<file path="src/rtl/spi_master_pkg.sv">
package spi_master_pkg;
   localparam int CTRL_W    = 32;
   localparam int NUM_CS    = 3;
   localparam int DIV_W     = 5;
   localparam int DIV_LSB   = 27;
   localparam int START_BIT = 1;
   localparam int LOOP_BIT  = 3;
   localparam logic [2:0] CTRL_ADDR = 3'h0;
   localparam logic [2:0] DATA_ADDR = 3'h4;

   typedef struct packed {
      logic [DIV_W-1:0]  div;
      logic              loop;
      logic [NUM_CS-1:0] cs;
   } spi_cfg_t;

   localparam spi_cfg_t CFG_RESET = '{div: '0, loop: 1'b0, cs: '1};

   function automatic spi_cfg_t cfg_from_word(input logic [CTRL_W-1:0] w);
      spi_cfg_t c;
      c.div  = w[DIV_LSB +: DIV_W];
      c.loop = w[LOOP_BIT];
      for (int n = 0; n < NUM_CS; n++) c.cs[n] = w[2*n];
      return c;
   endfunction
endpackage

</file>
<file path="src/rtl/spi_sck_divider.sv">
module spi_sck_divider #(
   parameter int DIV_W = 5
) (
   input  logic             clk,
   input  logic             rst_n,
   input  logic             run,
   input  logic [DIV_W-1:0] limit,
   output logic             tick
);
   generate
      if (DIV_W < 1) begin : g_bad_w
         $error("DIV_W must be at least 1");
      end
   endgenerate

   logic [DIV_W-1:0] cnt_q;

   assign tick = run && (cnt_q == limit);

   always_ff @(posedge clk or negedge rst_n) begin
      if (!rst_n)      cnt_q <= '0;
      else if (!run)   cnt_q <= '0;
      else if (tick)   cnt_q <= '0;
      else             cnt_q <= cnt_q + 1'b1;
   end

   // the half-period counter never passes the programmed limit
   a_r4_cnt_bound: assert property (@(posedge clk) disable iff (!rst_n)
      run |-> (cnt_q <= limit));
endmodule

</file>
<file path="src/rtl/spi_shift_engine.sv">
module spi_shift_engine #(
   parameter int BYTE_W      = 8,
   parameter bit LOOPBACK_EN = 1'b1
) (
   input  logic              clk,
   input  logic              rst_n,
   input  logic              start,
   input  logic [BYTE_W-1:0] tx_byte,
   input  logic              loop_en,
   input  logic              tick,
   input  logic              miso,
   output logic              sclk,
   output logic              mosi,
   output logic              busy,
   output logic              done,
   output logic [BYTE_W-1:0] rx_byte
);
   localparam int CNT_W = (BYTE_W > 1) ? $clog2(BYTE_W) : 1;
   localparam logic [CNT_W-1:0] LAST = CNT_W'(BYTE_W - 1);

   generate
      if (BYTE_W < 2) begin : g_bad_w
         $error("BYTE_W must be at least 2");
      end
   endgenerate

   logic              busy_q, sclk_q;
   logic [BYTE_W-1:0] tx_q, rx_q;
   logic [CNT_W-1:0]  bit_q;
   logic              in_bit;

   generate
      if (LOOPBACK_EN) begin : g_loop
         assign in_bit = loop_en ? tx_q[BYTE_W-1] : miso;
      end else begin : g_noloop
         logic unused_loop;
         assign unused_loop = loop_en;
         assign in_bit = miso;
      end
   endgenerate

   assign done    = busy_q && tick && sclk_q && (bit_q == LAST);
   assign sclk    = sclk_q;
   assign mosi    = tx_q[BYTE_W-1];
   assign busy    = busy_q;
   assign rx_byte = rx_q;

   always_ff @(posedge clk or negedge rst_n) begin
      if (!rst_n) begin
         busy_q <= 1'b0;
         sclk_q <= 1'b0;
         tx_q   <= '0;
         rx_q   <= '0;
         bit_q  <= '0;
      end else if (start && !busy_q) begin
         busy_q <= 1'b1;
         sclk_q <= 1'b0;
         tx_q   <= tx_byte;
         bit_q  <= '0;
      end else if (busy_q && tick) begin
         if (!sclk_q) begin
            sclk_q <= 1'b1;
            rx_q   <= {rx_q[BYTE_W-2:0], in_bit};
         end else begin
            sclk_q <= 1'b0;
            tx_q   <= {tx_q[BYTE_W-2:0], 1'b0};
            bit_q  <= bit_q + 1'b1;
            if (bit_q == LAST) busy_q <= 1'b0;
         end
      end
   end

   // clock idles low
   a_r6_sclk_idle: assert property (@(posedge clk) disable iff (!rst_n)
      !busy_q |-> !sclk_q);
   // data out moves only after a falling edge
   a_r6_mosi_hold: assert property (@(posedge clk) disable iff (!rst_n)
      (busy_q && $past(busy_q) && !$fell(sclk_q)) |-> $stable(mosi));
   // busy only rises on a start request
   a_r2_busy_rise: assert property (@(posedge clk) disable iff (!rst_n)
      $rose(busy_q) |-> $past(start));
endmodule

</file>
<file path="src/rtl/spi_ctrl_regs.sv">
module spi_ctrl_regs
   import spi_master_pkg::*;
#(
   parameter int BYTE_W = 8
) (
   input  logic              clk,
   input  logic              rst_n,
   input  logic              bus_en,
   input  logic              bus_we,
   input  logic [2:0]        bus_addr,
   input  logic [CTRL_W-1:0] bus_wdata,
   output logic [CTRL_W-1:0] bus_rdata,
   input  logic              busy,
   input  logic              done,
   input  logic [BYTE_W-1:0] rx_byte,
   output spi_cfg_t          cfg,
   output logic              start,
   output logic [BYTE_W-1:0] tx_byte
);
   generate
      if (DIV_LSB + DIV_W > CTRL_W) begin : g_bad_div
         $error("divider field exceeds control word");
      end
      if (2*NUM_CS - 2 >= DIV_LSB) begin : g_bad_cs
         $error("chip-select bits collide with divider field");
      end
      if (BYTE_W > CTRL_W) begin : g_bad_byte
         $error("BYTE_W exceeds word width");
      end
   endgenerate

   logic wr_ctrl, wr_data;
   spi_cfg_t cfg_q, pend_cfg_q;
   logic pend_q;
   logic [BYTE_W-1:0] data_q;
   spi_cfg_t wr_cfg;
   logic unused_wdata;

   assign unused_wdata = ^bus_wdata;
   assign wr_ctrl = bus_en && bus_we && (bus_addr == CTRL_ADDR);
   assign wr_data = bus_en && bus_we && (bus_addr == DATA_ADDR);
   assign wr_cfg  = cfg_from_word(bus_wdata);
   assign start   = wr_ctrl && bus_wdata[START_BIT] && !busy;
   assign cfg     = cfg_q;
   assign tx_byte = data_q;

   always_ff @(posedge clk or negedge rst_n) begin
      if (!rst_n) begin
         cfg_q      <= CFG_RESET;
         pend_cfg_q <= CFG_RESET;
         pend_q     <= 1'b0;
      end else if (done) begin
         pend_q <= 1'b0;
         if (wr_ctrl)      cfg_q <= wr_cfg;
         else if (pend_q)  cfg_q <= pend_cfg_q;
      end else if (wr_ctrl) begin
         if (busy) begin
            pend_q     <= 1'b1;
            pend_cfg_q <= wr_cfg;
         end else begin
            cfg_q <= wr_cfg;
         end
      end
   end

   always_ff @(posedge clk or negedge rst_n) begin
      if (!rst_n)       data_q <= '0;
      else if (done)    data_q <= rx_byte;
      else if (wr_data) data_q <= bus_wdata[BYTE_W-1:0];
   end

   always_comb begin
      bus_rdata = '0;
      if (bus_addr == CTRL_ADDR) begin
         bus_rdata[DIV_LSB +: DIV_W] = cfg_q.div;
         bus_rdata[LOOP_BIT]         = cfg_q.loop;
         bus_rdata[START_BIT]        = busy;
         for (int n = 0; n < NUM_CS; n++) bus_rdata[2*n] = cfg_q.cs[n];
      end else if (bus_addr == DATA_ADDR) begin
         bus_rdata[BYTE_W-1:0] = data_q;
      end
   end

   // settings stay frozen for the whole byte
   a_r9_cfg_hold: assert property (@(posedge clk) disable iff (!rst_n)
      (busy && $past(busy)) |-> $stable(cfg_q));
   // upper data bits never read back
   a_r10_data_upper: assert property (@(posedge clk) disable iff (!rst_n)
      (bus_addr == DATA_ADDR) |-> (bus_rdata[CTRL_W-1:BYTE_W] == '0));
endmodule

</file>
<file path="src/rtl/spi_byte_master.sv">
module spi_byte_master
   import spi_master_pkg::*;
#(
   parameter int BYTE_W      = 8,
   parameter bit LOOPBACK_EN = 1'b1
) (
   input  logic              clk,
   input  logic              rst_n,
   input  logic              bus_en,
   input  logic              bus_we,
   input  logic [2:0]        bus_addr,
   input  logic [CTRL_W-1:0] bus_wdata,
   output logic [CTRL_W-1:0] bus_rdata,
   output logic              sclk,
   output logic              mosi,
   input  logic              miso,
   output logic [NUM_CS-1:0] cs_o
);
   spi_cfg_t          cfg;
   logic              start, busy, done, tick;
   logic [BYTE_W-1:0] tx_byte, rx_byte;

   spi_ctrl_regs #(.BYTE_W(BYTE_W)) u_regs (
      .clk(clk), .rst_n(rst_n), .bus_en(bus_en), .bus_we(bus_we),
      .bus_addr(bus_addr), .bus_wdata(bus_wdata), .bus_rdata(bus_rdata),
      .busy(busy), .done(done), .rx_byte(rx_byte),
      .cfg(cfg), .start(start), .tx_byte(tx_byte));

   spi_sck_divider #(.DIV_W(DIV_W)) u_div (
      .clk(clk), .rst_n(rst_n), .run(busy), .limit(cfg.div), .tick(tick));

   spi_shift_engine #(.BYTE_W(BYTE_W), .LOOPBACK_EN(LOOPBACK_EN)) u_shift (
      .clk(clk), .rst_n(rst_n), .start(start), .tx_byte(tx_byte),
      .loop_en(cfg.loop), .tick(tick), .miso(miso), .sclk(sclk),
      .mosi(mosi), .busy(busy), .done(done), .rx_byte(rx_byte));

   assign cs_o = cfg.cs;

   // select lines do not move in the middle of a byte
   a_r3_cs_steady: assert property (@(posedge clk) disable iff (!rst_n)
      (busy && $past(busy)) |-> $stable(cs_o));
endmodule

</file>
<file path="config.mk">
export PLATFORM = sky130hd
export DESIGN_NAME = spi_byte_master
export DESIGN_NICKNAME = d
export VERILOG_FILES = /design/src/rtl/spi_master_pkg.sv /design/src/rtl/spi_sck_divider.sv /design/src/rtl/spi_shift_engine.sv /design/src/rtl/spi_ctrl_regs.sv /design/src/rtl/spi_byte_master.sv
export SDC_FILE = /design/constraint.sdc
export NUM_CORES = 1
export LEC_CHECK = 0
export BUFFER_PORTS_ARGS = -buffer_cell sky130_fd_sc_hd__buf_2
export CAP_MARGIN = 40
export CORE_MARGIN = 4
export CORE_UTILIZATION = 52
export CTS_CLUSTER_DIAMETER = 30
export DETAILED_ROUTE_END_ITERATION = 10
export GPL_TIMING_DRIVEN = 0
export HOLD_SLACK_MARGIN = 0.12
export PLACE_DENSITY = 0.78
export SETUP_SLACK_MARGIN = 0.1
export SLEW_MARGIN = 20
export SYNTH_ARGS = -nofsm -noshare
export SYNTH_HDL_FRONTEND = slang
export SYNTH_HIERARCHICAL = 1
export SYNTH_SLANG_ARGS = --single-unit
</file>
<file path="constraint.sdc">
create_clock -name clk -period 2.7 [get_ports clk]
set_input_delay 0.135 -clock clk [delete_from_list [all_inputs] [get_ports clk]]
set_output_delay 0.135 -clock clk [all_outputs]
set_load 0.01 [all_outputs]
</file>
# After elaboration in Yosys (flattened, before gate mapping)
# Cells that the tools add are included.
[word_totals]
register_bits = 53
out_inout_bits = 37
elab_cells = 78
[classes]
addsub = 2
n_eq_ne = 4
mux = 30
bitwise_logic = 3
n_reduce_logical = 25
[op_table]
columns = ["op", "count"]
rows = [
  ["$mux 8", 6],
  ["$mux 9", 5],
  ["$mux 5", 4],
  ["$reduce_bool 2->1", 7],
  ["$mux 3", 4],
  ["$reduce_and 3->1", 4],
  ["$mux 1", 11],
  ["$logic_and 1x1->1", 10],
  ["$eq 3x3->1 const B", 2],
  ["$add 5x1->5 const B", 1],
  ["$eq 5x5->1", 1],
  ["$reduce_and 2->1", 2],
  ["$add 3x1->3 const B", 1],
  ["$logic_not 3->1", 1],
  ["$not 1->1", 3],
  ["$ne 2x2->1 const B", 1],
  ["$logic_not 1->1", 1],
]

# Logic depth before layout (Yosys ltp)
# Gate-level depths: netlist of run 1.
[depth]
ltp_word = 7
ltp_mapped = 9

# Hierarchy
# The synthesis of run 1 kept the hierarchy.
[by_module_without_submodules]
columns = ["module", "n_inst", "cells_each", "area_per_inst_um2", "seq_area_each_um2"]
rows = [
  ["spi_ctrl_regs", 1, 157, 1549.0, 683.2],
  ["spi_shift_engine", 1, 87, 917.1, 525.5],
  ["spi_sck_divider", 1, 28, 284.0, 125.1],
]

# Least setup slack after synthesis of run 1
# OpenSTA, ideal clock, no wires.
[synth_timing]
path_type = "reg2reg"
start = "register u_div.cnt_q[2]"
end = "register u_regs.cfg_q (netlist bit u_regs/cfg[3])"
arrival_ns = 2.128
t_required_ns = 2.589
slack_ns = 0.461
stages_incl_launch_ff = 9
path_buffers = 1
path_cell_list = "dfrtp_1 > xnor2_1 > nand4_2 > nor3b_1 > and3_1 > and2_1 > buf_2 > a32oi_2 > a222oi_1"
[synth_via]
elab_chain_cells = 7
[synth_rtl]
columns = ["item", "line", "rtl"]
rows = [
  ["start, declared", "spi_sck_divider.sv:16", "logic [DIV_W-1:0] cnt_q;"],
  ["start signal, assigned", "spi_sck_divider.sv:24", "else cnt_q <= cnt_q + 1'b1;"],
  ["$eq 5x5->1 *", "spi_sck_divider.sv:18", "assign tick = run && (cnt_q == limit);"],
  ["$logic_and 1x1->1 *", "spi_sck_divider.sv:18", ""],
  ["via tick", "spi_byte_master.sv:20", "logic start, busy, done, tick;"],
  ["$logic_and 1x1->1 * (3 in a row)", "spi_shift_engine.sv:42", "assign done = busy_q && tick && sclk_q && (bit_q == LAST);"],
  ["via done", "spi_byte_master.sv:20", ""],
  ["$ne 2x2->1 (no line) / $reduce_bool 2->1 (equally long branches)", "-", ""],
  ["$reduce_and 3->1 (no line)", "-", ""],
  ["end signal, assigned", "spi_ctrl_regs.sv:54", "if (wr_ctrl) cfg_q <= wr_cfg;"],
  ["end signal, assigned", "spi_ctrl_regs.sv:55", "else if (pend_q) cfg_q <= pend_cfg_q;"],
  ["end signal, assigned", "spi_ctrl_regs.sv:61", "cfg_q <= wr_cfg;"],
  ["end, declared", "spi_ctrl_regs.sv:33", "spi_cfg_t cfg_q, pend_cfg_q;"],
]
# The timed path passes the listed nets; every way through them passes the cells marked *.
# A chain may end at the register's enable or synchronous reset.

# Worst setup path after layout of run 1
[layout_timing]
start = "register u_div.cnt_q[0]"
end = "register u_regs.cfg_q (netlist bit u_regs/cfg[8])"
# The elaborated chain is that of the path after synthesis.

==> results.json, run 1 <==
{
  "status": "finished, final reports clean",
  "yosysSeqAreaShare_pct": 48.5,
  "hold_slack_ns": 0.129,
  "pwr_density_cell_nw_per_um2": 475,
  "min_path_type": "in2reg",
  "vias": 2176,
  "critPathRequiredTime_ns": 2.89,
  "grt_pass1_wl_mm": 10.1,
  "syn2layout_area_growth_pct": 20.7,
  "root_buffer": "clkbuf_8",
  "grt_max_degree": 54,
  "grt_pass1_vias": 2165,
  "tns_ns": 0,
  "vias_per_cell": 5.22,
  "place.gp.congestion": 0.833,
  "synth_top_cell_by_area": "dfrtp_1",
  "grt-ovfl-total": 0,
  "drc": 0,
  "met3_usage_pct": 3.59,
  "endpoint_kind": "register",
  "avgSynthCellArea_um2": 10.1,
  "fin_crit_ns": 2.39,
  "boundaryPins": 77,
  "dieArea_um2": 6520,
  "met1_usage_pct": 26.7,
  "p_int_mw": 1.18,
  "drt_iter0_markers": 147,
  "swShare_pct": 25.0,
  "critPathMaxFanout": 9,
  "ys_warn_count": 6,
  "synth_seq_cells": 53,
  "cts_buffers": 5,
  "antenna_cells": 0,
  "die_w_um": 80.7,
  "ir_worst_vdd_v": 0.000383,
  "hpwl_mm": 4.08,
  "finalNetCount": 389,
  "cts_tree": "built",
  "p_switching_mw": 0.394,
  "start_util_pct": 53.8,
  "pwr-share-clk_pct": 30.1,
  "finalCritPeriodShare_pct": 88.5,
  "fmax_mhz": 418,
  "slew_headroom_pct": 57.2,
  "crit_type": "reg2reg",
  "drt-pass1-iter-count": 5,
  "die_h_um": 80.7,
  "slew_violations": 0,
  "leakagePower_nw": 1.75,
  "core_um2": 5110,
  "htree_levels": 2,
  "drt_wl_total_mm": 5.84,
  "drive_gt1_share_pct": 28.2,
  "antenna_found_initial": 0,
  "tightestPinTransition_ns": 0.642,
  "synth_top_cell_area_share_pct": 42.8,
  "ctsLongestPathBuffers": 2,
  "skew_ns": 0.00376,
  "arrival_ns": 2.58,
  "portBuffers": 38,
  "clk_pin_slew_ns": 0.09,
  "gr-usage-met2_pct": 31.0,
  "ys_types": 43,
  "clock_latency_ns": 0.29,
  "rsz0062_at_grt": "no",
  "startpoint_type": "register",
  "grt.total_usage_pct": 19.9,
  "antenna_left": 0,
  "yosys-top-cells-area": "dfrtp_1 43%, buf_4 6.0%, dfstp_2 5.7%",
  "synth_cells": 272,
  "clkSinkCount": 53,
  "syn_area_um2": 2750,
  "maxCapViolCount": 0,
  "pwr-share-comb_pct": 13.2,
  "busiest_layer": "met2",
  "wl_per_cell_um": 14.0,
  "seqPwrFrac_pct": 56.8,
  "setup_viol": 0,
  "rows": 26,
  "hold_viol": 0
}
==> power by group through the flow <==
| stage | registers, mW | clock network [mW] | logic [mW] |
|---|---|---|---|
| 4_1_cts | 0.895 | 0.490 | 0.207 |
| 2_1_floorplan | 0.897 | 0 | 0.131 |
| 5_1_grt | 0.902 | 0.520 | 0.237 |
| 6_report | 0.896 | 0.475 | 0.208 |
| 3_3_place_gp | 0.909 | 0 | 0.186 |
| 3_5_place_dp | 0.910 | 0 | 0.194 |
==> through the flow <==
| step | area, um2 | util, % | worst slack (ns) | cells | total power, mW |
|---|---|---|---|---|---|
| after floorplan | 2820 | - | 0.461 | 290 | 1.03 |
| after global placement | 3100 | 60.6 | 0.109 | 398 | 1.09 |
| after detailed placement | 3100 | 60.7 | 0.0624 | 398 | 1.10 |
| after CTS | 3300 | 64.7 | 0.209 | 416 | 1.59 |
| after global routing | 3320 | 65.0 | 0.107 | 417 | 1.66 |
| final | 3320 | 65.0 | 0.309 | 417 | 1.58 |
==> metal layers <==
| layer | part of all wire, % | wire, um | vias up |
|---|---|---|---|
| met5 | 0 | 0 | - |
| met4 | 3.0 | 174 | 0 |
| met3 | 6.8 | 396 | 14 |
| met2 | 47 | 2750 | 86 |
| li1 | - | - | 1048 |
| met1 | 43 | 2510 | 1028 |
==> critical path, cell delays in order, from the launching register on <==
cell and delay [ns]:
dfrtp_1 0.44, xnor2_1 0.21, nand4_2 0.18, nor3b_4 0.23, and3_1 0.19, and2_1 0.22
nand2b_4 0.17, a32oi_2 0.24, a222oi_1 0.39
==> timing repair <==
item	CTS	global route
pin swaps	0	2
resized for setup	1	2
setup endpoints to repair	15	17
hold endpoints to repair	60	0
buffers inserted	0	1
hold buffers	10	0
==> layout by cell type, fill, tap and decap left out, types with 2 or more instances in the layout <==
cell / count
clkbuf_1: 2
nand2_1: 16
o21ai_0: 3
buf_2: 43
mux2_2: 7
and3_1: 2
nor2_1: 19
a31oi_1: 8
inv_1: 30
nand3_1: 4
xor2_1: 3
nor3_1: 5
a222oi_1: 9
dlygate4sd3_1: 10
mux2i_1: 15
a21oi_1: 16
and2_1: 5
buf_4: 24
dfstp_2: 6
ha_1: 3
o21ai_1: 8
conb_1: 19
xnor2_1: 6
dfrtp_1: 47
clkbuf_8: 7
a2bb2oi_1: 8
==> kinds of logic after synthesis <==
group | Yosys count | synth area share [%]
AO/OA/AOI/OAI | 59 | 14.9
multiplexers | 22 | 8.33
AND/OR/NAND/NOR | 63 | 12.1
other | 1 | 0.136
buffers and inverters | 62 | 11.8
XOR/XNOR | 9 | 2.87
flip-flops | 53 | 48.5
adder cells (fa/ha/maj) | 3 | 1.37
==> final timing paths <==
kind                       cells after the start           start  slack (ns)            endpoint
setup / recovery                               8  u_div/cnt_q[0]        0.31       u_regs/cfg[8]
hold / removal                                 3            miso        0.13  u_shift/rx_byte[0]
setup reg to reg                               8  u_div/cnt_q[0]        0.31       u_regs/cfg[8]
hold reg to reg                                2   u_regs/cfg[2]        0.48       u_regs/cfg[2]
max in group asynchronous                      2           rst_n        1.86   u_regs/tx_byte[3]
min in group asynchronous                      2           rst_n        0.42       u_regs/cfg[7]
==> cells in the mapped netlist (all sizes together) <==
cell type,n
clkinv,1
a21o,1
a2bb2oi,8
nand3,4
or2,1
a22o,1
mux2i,15
conb,1
a21oi,17
and3,2
a31oi,8
a32oi,1
nand2b,2
nor3b,2
xnor2,6
ha,3
nor4,1
buf,29
inv,30
dfrtp,47
nor3,6
nand3b,1
and4b,1
nand4,1
or3b,1
xor2,3
a21boi,1
and2,5
a222oi,9
nor2,19
nor2b,1
dfstp,6
clkbuf,2
nand2,16
mux2,7
o211ai,1
o21ai,12
==> cell type report <==
type                       count  area, um2
clock buffer                   7       96.3
multi-input combinational    175       1170
sequential                    53       1330
fill                         417       1790
tap                           70       87.6
buffer                        31        210
clock inverter                 1       5.00
timing repair buffer          49        300
inverter                      31        116
==> flip-flops by register name (all words and copies together) (netlist names) <==
register,flops
u_shift/bit_q,3
u_regs/pend_q,1
u_regs/pend_cfg_q,9
u_div/cnt_q,5
u_shift/rx_byte,8
u_shift/sclk,1
u_shift/tx_q,8
u_regs/cfg,9
u_regs/tx_byte,8
u_shift/busy,1
Note: power is estimated with default switching activity, not from simulation.
==> run 2, diff against run 1 <==
--- a/config.mk
+++ b/config.mk
@@ -13,10 +13,9 @@
 export DETAILED_ROUTE_END_ITERATION = 10
 export GPL_TIMING_DRIVEN = 0
 export HOLD_SLACK_MARGIN = 0.12
-export PLACE_DENSITY = 0.78
+export PLACE_DENSITY = 0.77
 export SETUP_SLACK_MARGIN = 0.1
 export SLEW_MARGIN = 20
 export SYNTH_ARGS = -nofsm -noshare
 export SYNTH_HDL_FRONTEND = slang
-export SYNTH_HIERARCHICAL = 1
 export SYNTH_SLANG_ARGS = --single-unit
==> results.json, run 2 <==
{
  "status": "finished, final reports clean",
  "drt_wl_total_mm": 5.88,
  "ir_worst_vdd_v": 0.000527,
  "hpwl_mm": 4.30,
  "fmax_mhz": 517,
  "pwr-share-comb_pct": 31.0,
  "place.gp.congestion": 0.768,
  "min_path_type": "in2reg",
  "r2r-start": "u_div.cnt_q[2]",
  "yosys-top-cells-area": "dfrtp_1 42%, buf_4 6.7%, dfstp_2 5.7%",
  "critPathRequiredTime_ns": 2.88,
  "clk_pin_slew_ns": 0.09,
  "fin_util_pct": 65.2,
  "pwr_density_cell_nw_per_um2": 819,
  "fin_crit_ns": 1.94,
  "start_util_pct": 54.3,
  "ys_warn_count": 0,
  "grt_max_degree": 54,
  "antenna_found_initial": 0,
  "tns_ns": 0,
  "startpoint_type": "register",
  "hold_viol": 0,
  "htree_levels": 2,
  "synth_top_family_by_area": "multiplexers",
  "synth_compound_area_share_pct": 13.2,
  "endpoint_kind": "register",
  "synth_edf_count": 0,
  "nFillCells": 406,
  "finalCritPeriodShare_pct": 71.7,
  "synth.most_common_cell": "dfrtp_1",
  "synth_top_cell_area_share_pct": 42.2,
  "drt_iter0_markers": 99,
  "synth_simple_gate_area_share_pct": 12.2,
  "seqPwrFrac_pct": 49.2,
  "setup_viol": 0,
  "antenna_cells": 0,
  "syn2layout_area_growth_pct": 20.2,
  "root_buffer": "clkbuf_8",
  "core_um2": 5140,
  "cts_resized": 0,
  "antenna_left": 0,
  "finalNetCount": 357,
  "rsz0062_at_grt": "no",
  "skew_ns": 0.00594,
  "rr_endpoint": "u_regs.cfg[5]",
  "muxShareOfSynthArea_pct": 13.9,
  "p_int_mw": 1.85,
  "tightestPinTransition_ns": 0.745,
  "synth_common_cells": "47 x dfrtp_1, 25 x buf_4, 17 x nor2_1",
  "grt_pass1_wl_mm": 9.63,
  "die_h_um": 81.2,
  "slew_headroom_pct": 50.1,
  "clock_latency_ns": 0.29,
  "rows": 26,
  "crit_type": "reg2reg",
  "synthXorXnorAreaFrac_pct": 2.51,
  "vias": 2015,
  "portBuffers": 38,
  "vias_per_cell": 5.23,
  "drive_gt1_share_pct": 34.3,
  "avgSynthCellArea_um2": 11.6,
  "grt-ovfl-total": 0,
  "dieArea_um2": 6600,
  "yosysSeqAreaShare_pct": 47.8,
  "pwr-share-clk_pct": 19.8,
  "grt.total_usage_pct": 19.1,
  "ctsLongestPathBuffers": 2,
  "synth_top_cell_by_area": "dfrtp_1",
  "leakagePower_nw": 1.60,
  "ys_types": 42,
  "synth_seq_cells": 53,
  "clkSinkCount": 53,
  "cts_tree": "built",
  "drt-pass1-iter-count": 4,
  "yosys.area_share.adder_pct": 1.35,
  "startpoint": "u_div.cnt_q[2]",
  "synth_ff_type": "dfrtp_1",
  "maxCapViolCount": 0,
  "crit_end": "u_regs.cfg[5]",
  "synthArstFlopShare_pct": 100,
  "boundaryPins": 77,
  "p_switching_mw": 0.895,
  "wl_per_cell_um": 15.3,
  "slew_violations": 0,
  "layout_commonest_cell": "dfrtp_1",
  "arrival_ns": 2.12,
  "layout_common_cells": "47 x dfrtp_1, 37 x buf_2, 26 x buf_4, 19 x conb_1, 17 x nor2_1",
  "swShare_pct": 32.6,
  "syn_area_um2": 2790,
  "grt_pass1_vias": 1961,
  "cts_buffers": 5,
  "reg2reg_setup_slack_ns": 0.76,
  "synth_cells": 241,
  "critPathMaxFanout": 9,
  "reg2regPathDepth": 4,
  "die_w_um": 81.2,
  "drc": 0
}
## run 2: changes by cell type after synthesis, moves of 5 or more
cell,delta
mux2_4,+9
a222oi_1,-9
inv_1,-25
a22o_1,+5
a211o_1,+7
o221a_2,+7
a31oi_1,-8
mux2_2,-6
mux2_1,+8
buf_2,-7
a21oi_1,-6
a2bb2oi_1,-8
## run 2: power by group through the flow
stage	clock network, mW	registers (mW)	logic [mW]
2_1_floorplan	0	1.28	0.666
3_3_place_gp	0	1.34	0.817
3_5_place_dp	0	1.36	0.846
4_1_cts	0.554	1.35	0.859
5_1_grt	0.593	1.39	0.952
6_report	0.543	1.35	0.853
## run 2: final cells by class
cell class	count	area (um2)	share of cell area, %
flip-flops and latches	53	1330	39.8
plain buffers	30	230	6.87
clock buffers	7	86.3	2.57
inverters	5	18.8	0.560
multi-input cells	171	1270	38.0
well taps	70	87.6	2.61
repair buffers	48	293	8.73
clock inverters	1	30.0	0.896
## run 2: layer usage
metal	share of wire, %	track usage [%]
met2	50	31.0
met4	1.3	5.24
met3	5.3	3.10
met5	0	0
met1	44	26.5
## run 2: how the worst min path moves through the flow
stage | from | depth (start not counted) | endpoint | slack, ns
after floorplan | rst_n | 0 | u_div.cnt_q[0] | -0.16
after global placement | bus_wdata[29] | 2 | u_regs.pend_cfg_q[6] | 0.39
after detailed placement | rst_n | 1 | u_shift.rx_byte[4] | 0.21
after CTS | bus_wdata[4] | 2 | u_regs.pend_cfg_q[2] | 0.12
after global routing | bus_wdata[5] | 3 | u_regs.tx_byte[5] | 0.16
final | bus_wdata[7] | 3 | u_regs.tx_byte[7] | 0.15
## run 2: repair_timing
item	CTS	global route
setup endpoints to repair	0	0
endpoints found under the hold margin	54	2
hold buffers	8	2
setup buffers	0	0
## run 2: cells by family after synthesis
kind of cell,after synthesis
xor gates and xnor gates,8
DFF,53
buffers and inverters,35
adders and majority gates,3
AOI/OAI and AO/OA,48
muxes,33
other,1
and+or+nand+nor,60
## run 2: critical path, cell delays in order (launching register included)
cell	delay, ns
dfrtp_1	0.45
xor2_1	0.23
nor4_4	0.35
nand4_1	0.41
o221a_2	0.39
## run 2: metrics by stage
stage | area, um2 | hold slack [ns] | setup WS (ns) | power (mW) | std cells
floorplan | 2860 | -0.161 | 0.969 | 1.94 | 259
global placement | 3130 | 0.387 | 0.666 | 2.16 | 367
detailed placement | 3140 | 0.212 | 0.624 | 2.21 | 367
CTS | 3330 | 0.124 | 0.743 | 2.76 | 383
global route | 3350 | 0.160 | 0.627 | 2.93 | 385
finish | 3350 | 0.153 | 0.765 | 2.75 | 385
